--- src/rtl/hzd_pkg.sv ---
package hzd_pkg;
  localparam int MAX_AW = 8;

  typedef enum logic [1:0] {
    SEL_RF  = 2'b00,
    SEL_WB  = 2'b01,
    SEL_MEM = 2'b10
  } opsel_e;

  // True when a producer writes a real register equal to the consumer's source.
  function automatic logic reg_hit(input logic we,
                                   input logic [MAX_AW-1:0] dst,
                                   input logic [MAX_AW-1:0] src);
    return we && (dst != '0) && (dst == src);
  endfunction
endpackage

--- src/rtl/op_bypass.sv ---
module op_bypass
  import hzd_pkg::*;
#(
  parameter int AW = 5
) (
  input  logic [AW-1:0] src,
  input  logic          exm_we,
  input  logic [AW-1:0] exm_rd,
  input  logic          mwb_we,
  input  logic [AW-1:0] mwb_rd,
  output opsel_e        sel
);
  logic hit_mem;
  logic hit_wb;

  assign hit_mem = reg_hit(exm_we, MAX_AW'(exm_rd), MAX_AW'(src));
  assign hit_wb  = reg_hit(mwb_we, MAX_AW'(mwb_rd), MAX_AW'(src));

  always_comb begin
    if (hit_mem)     sel = SEL_MEM;
    else if (hit_wb) sel = SEL_WB;
    else             sel = SEL_RF;
  end

  always_comb begin
    if (sel == SEL_MEM)
      a_r1_mem_sel_needs_producer: assert (exm_we && exm_rd == src && src != '0);
    if (sel == SEL_WB)
      a_r2_wb_sel_needs_producer: assert (mwb_we && mwb_rd == src && src != '0);
    a_r4_code_legal: assert (sel != 2'b11);
  end
endmodule

--- src/rtl/load_use_det.sv ---
module load_use_det
  import hzd_pkg::*;
#(
  parameter int AW = 5
) (
  input  logic [AW-1:0] id_rs,
  input  logic [AW-1:0] id_rt,
  input  logic          id_is_store,
  input  logic [AW-1:0] ex_rd,
  input  logic          ex_we,
  input  logic          ex_memrd,
  output logic          stall
);
  logic base_dep;
  logic second_dep;

  assign base_dep   = ex_memrd && reg_hit(ex_we, MAX_AW'(ex_rd), MAX_AW'(id_rs));
  // A store's data operand is bypassed in the memory stage instead.
  assign second_dep = ex_memrd && !id_is_store
                      && reg_hit(ex_we, MAX_AW'(ex_rd), MAX_AW'(id_rt));
  assign stall      = base_dep || second_dep;

  always_comb begin
    if (stall)
      a_r5_stall_needs_load: assert (ex_memrd && ex_we && ex_rd != '0);
    if (id_is_store && id_rs != ex_rd)
      a_r7_store_data_no_stall: assert (!stall);
  end
endmodule

--- src/rtl/store_data_byp.sv ---
module store_data_byp
  import hzd_pkg::*;
#(
  parameter int AW = 5
) (
  input  logic          exm_st,
  input  logic [AW-1:0] exm_st_src,
  input  logic          mwb_we,
  input  logic [AW-1:0] mwb_rd,
  output logic          sel_st
);
  assign sel_st = exm_st && reg_hit(mwb_we, MAX_AW'(mwb_rd), MAX_AW'(exm_st_src));

  always_comb begin
    if (!exm_st)
      a_r8_only_for_store: assert (!sel_st);
  end
endmodule

--- src/rtl/bypass_interlock_unit.sv ---
module bypass_interlock_unit
  import hzd_pkg::*;
#(
  parameter int AW = 5
) (
  input  logic [AW-1:0] id_rs,
  input  logic [AW-1:0] id_rt,
  input  logic          id_is_store,
  input  logic [AW-1:0] ex_rs,
  input  logic [AW-1:0] ex_rt,
  input  logic [AW-1:0] ex_rd,
  input  logic          ex_we,
  input  logic          ex_memrd,
  input  logic [AW-1:0] exm_rd,
  input  logic          exm_we,
  input  logic          exm_st,
  input  logic [AW-1:0] exm_st_src,
  input  logic [AW-1:0] mwb_rd,
  input  logic          mwb_we,
  output logic [1:0]    sel_a,
  output logic [1:0]    sel_b,
  output logic          sel_st,
  output logic          hold_front,
  output logic          bubble_idex
);
  localparam int NOPS = 2;

  logic [AW-1:0] ex_src [NOPS];
  opsel_e        op_sel [NOPS];
  logic          lu_stall;

  assign ex_src[0] = ex_rs;
  assign ex_src[1] = ex_rt;

  for (genvar g = 0; g < NOPS; g++) begin : g_op
    op_bypass #(.AW(AW)) u_byp (
      .src    (ex_src[g]),
      .exm_we (exm_we),
      .exm_rd (exm_rd),
      .mwb_we (mwb_we),
      .mwb_rd (mwb_rd),
      .sel    (op_sel[g])
    );
  end

  assign sel_a = op_sel[0];
  assign sel_b = op_sel[1];

  load_use_det #(.AW(AW)) u_lu (
    .id_rs       (id_rs),
    .id_rt       (id_rt),
    .id_is_store (id_is_store),
    .ex_rd       (ex_rd),
    .ex_we       (ex_we),
    .ex_memrd    (ex_memrd),
    .stall       (lu_stall)
  );

  store_data_byp #(.AW(AW)) u_st (
    .exm_st     (exm_st),
    .exm_st_src (exm_st_src),
    .mwb_we     (mwb_we),
    .mwb_rd     (mwb_rd),
    .sel_st     (sel_st)
  );

  assign hold_front  = lu_stall;
  assign bubble_idex = lu_stall;

  always_comb begin
    a_r6_hold_matches_bubble: assert (hold_front == bubble_idex);
    if (!ex_memrd)
      a_r6_no_stall_without_load: assert (!hold_front);
    if (ex_rd == '0)
      a_r9_zero_dest_no_stall: assert (!bubble_idex);
  end
endmodule

--- config.mk ---
export PLATFORM = sky130hd
export DESIGN_NAME = bypass_interlock_unit
export DESIGN_NICKNAME = d
export VERILOG_FILES = /design/src/rtl/hzd_pkg.sv /design/src/rtl/op_bypass.sv /design/src/rtl/load_use_det.sv /design/src/rtl/store_data_byp.sv /design/src/rtl/bypass_interlock_unit.sv
export SDC_FILE = /design/constraint.sdc
export NUM_CORES = 1
export LEC_CHECK = 0
export ABC_AREA = 1
export BUFFER_PORTS_ARGS = -buffer_cell sky130_fd_sc_hd__buf_2
export CAP_MARGIN = 20
export CORE_UTILIZATION = 48
export DETAILED_ROUTE_END_ITERATION = 7
export GPL_ROUTABILITY_DRIVEN = 0
export PLACE_DENSITY_LB_ADDON = 0.05
export RECOVER_POWER = 100
export SLEW_MARGIN = 10
export SYNTH_ARGS = -nofsm -noshare
export SYNTH_HDL_FRONTEND = slang
export SYNTH_HIERARCHICAL = 1
export SYNTH_SLANG_ARGS = --single-unit
--- constraint.sdc ---
create_clock -name vclk -period 1.5
set_clock_uncertainty 0.2 [all_clocks]
set_input_delay 0.15 -clock vclk [all_inputs]
set_output_delay 0.15 -clock vclk [all_outputs]
set_load 0.02 [all_outputs]
==> summary.md <==
| Metric | Value |
|---|---|
| Max cap viols | 0 |
| Commonest cells after routing, fill and taps aside | nand2_1, buf_2, inv_1 |
| Yosys cell types | 14 |
| Tmin final | 1.38 ns |
| Main combinational cell family by area after synthesis | simple AND/OR/NAND/NOR gates |
| # clk buffers | 0 |
| Post-synthesis simple-gate area fraction | 63.2% |
| Row count | 14 |
| Core box area | 0.00151 sq mm |
| Routed vias | 1109 |
| Share of cells above drive strength 1 | 25.8% |
| Compound-Gate Fraction of Synth Area | 8.36% |
| # DRC | 0 |
| Seq/Total Area, Yosys | 0% |
| Unrepaired setup endpoints after global routing | false |
| Adder-cell share of the synthesized area | 0% |
| Top delay family on crit path | simple AND/OR/NAND/NOR gates |
| Switching Fraction | 57.0% |
| Worst path slowest cell | buf_2 |
| Hpwl dp | 1.69 mm |
| Grt total ovfl | 0 |
| Hold buffer count at cts | 0 |
| Top-area cell type share of the netlist area | 37.1% |
| Die height | 42.3 um |
| Final setup TNS | 0 ns |
| Mux contribution to synthesized area | 0% |
| Post-Synth XOR/XNOR Area | 3.38% |
| Peak VDD IR | 0.115 mV |
| Mapped cell area | 778 sq um |
| Sequential share of power | 0% |
| Die Area | 0.00179 sq mm |
| Final setup violation count | 0 |
| Worst slew pin tran | 0.249 ns |
| HP Start | ex_we |
| Initial detailed-routing violation count | 33 |
| Synth Net Count | 232 |
| Worst EP required | 1.15 ns |
| Initial antenna violation count | 0 |
| Total leakage power | 0.762 nW |
| CP Launch Type | primary input |
| Int Power | 0.103 mW |
| TritonRoute pass-1 iters | 4 |
| Area contributors post-synth | nand2_1, inv_1, nor2_1 |
| I/O pin count | 53 |
| Hold Path Depth | 4 |
| Comb pwr share | 100.0% |
| Syn Inst Count | 186 |
| Slew margin rel. | 83.5% |
| Global-route wire length before repair | 3.15 mm |
| Seq_cells | 0 |
| Period utilisation layout | 92.2% |
| Post-cts resize count | 0 |
| Ant. Diodes | 0 |
| Fmax | 723 MHz |
| Yosys Warn Count | 6 |
| Buf/Inv on CP | 3 |
| GRT Resource Usage Total | 21.2% |
| Drt total wl | 1.89 mm |
| Leading area contributor after synthesis | nand2_1 |
| Nets | 284 |
| Final Slew Violations | 0 |
| Die X | 42.3 um |
| Hold Path Sink | bubble_idex |
| Vias in the first global route | 854 |
| Vias per cell | 4.40 |
| Initial Utilization | 51.7% |
| # port buffers | 53 |
| Final Core Density | 68.9% |
| CP arrival | 1.03 ns |
| Most common library cell in the layout ignoring fill and taps | nand2_1 |
| Largest net degree at the start of global routing | 8 |
| Crit path capture type | output port |
| Status | complete, no violations |
| Area grow syn2layout | 33.3% |
| Clock network power share | 0% |
| Max stage delay on crit path | 0.17 ns |
| Setup Fix Bufs, Post-CTS | 0 |
| Mapped Avg Cell Area | 4.18 sq um |
| Pwr dens | 230 mW/mm^2 |
| Switch Pwr | 0.136 mW |
| Hold Path Class | in2out |
| Critical path peak fanout | 7 |
| CP Class | in2out |
| Final Hold Viols | 0 |
| Crit path cell chain | buf_2 -> inv_1 -> a21boi_0 -> nand2_1 -> nor2_1 -> nand3_1 -> nor2_1 -> buf_2 |
| Post-DRT Antenna Nets | 0 |
| FF/Latch Area | 0 sq um |
| WL/cell | 7.48 um |
## worst min-delay path: stages
cell and delay, ns:
buf_2 0.10, nand3_1 0.07, a21oi_1 0.05, clkbuf_2 0.15
## metrics by stage
step / setup slack (ns) / cells / area (sq um) / power [mW] / hold slack, ns
2_1_floorplan: 0.0897 / 186 / 778 / 0.132 / 0.256
3_3_place_gp: 0.156 / 252 / 1040 / 0.232 / 0.449
3_5_place_dp: 0.126 / 252 / 1040 / 0.238 / 0.461
4_1_cts: 0.120 / 252 / 1040 / 0.239 / 0.461
5_1_grt: 0.00880 / 252 / 1040 / 0.278 / 0.495
6_report: 0.117 / 252 / 1040 / 0.239 / 0.456
## synth_stat cells, drive strengths merged
cell	instances
xnor2	1
o21ai	6
a21boi	2
buf	3
xor2	2
a21oi	4
inv	46
nand2	79
nand3	14
nor3	1
nor2	28
## layout make-up
class | instances | area (sq um)
inverters | 46 | 173
fillers | 165 | 469
multi-input cells | 137 | 583
repair buffers | 53 | 262
well taps | 16 | 20.0
## worst max path at each step
stage / end / depth (start not counted) / start
after floorplan: hold_front / 7 / ex_rd[4]
after global placement: sel_a[0] / 8 / mwb_rd[0]
after detailed placement: sel_a[0] / 8 / mwb_rd[0]
after CTS: sel_a[0] / 8 / mwb_rd[0]
after global routing: sel_a[0] / 8 / mwb_rd[0]
final: sel_a[0] / 8 / mwb_rd[0]
## power groups by stage
stage	sequential [mW]	combinational [mW]	clock (mW)
after floorplan	0	0.132	0
after global placement	0	0.232	0
after detailed placement	0	0.238	0
after CTS	0	0.239	0
after global routing	0	0.278	0
final	0	0.239	0
## per-layer routing
metal	vias up	track usage [%]	part of all wire, %
li1	638	-	-
met1	436	33.0	52
met2	35	34.8	41
met3	0	0	6.3
met4	0	0	0
met5	-	0	0
## logic make-up after synthesis
| group | count (synthesis) |
|---|---|
| AO/OA/AOI/OAI | 12 |
| buffers and inverters | 49 |
| AND/OR/NAND/NOR | 122 |
| XOR/XNOR | 3 |
Power figures use the tool's default switching activity.
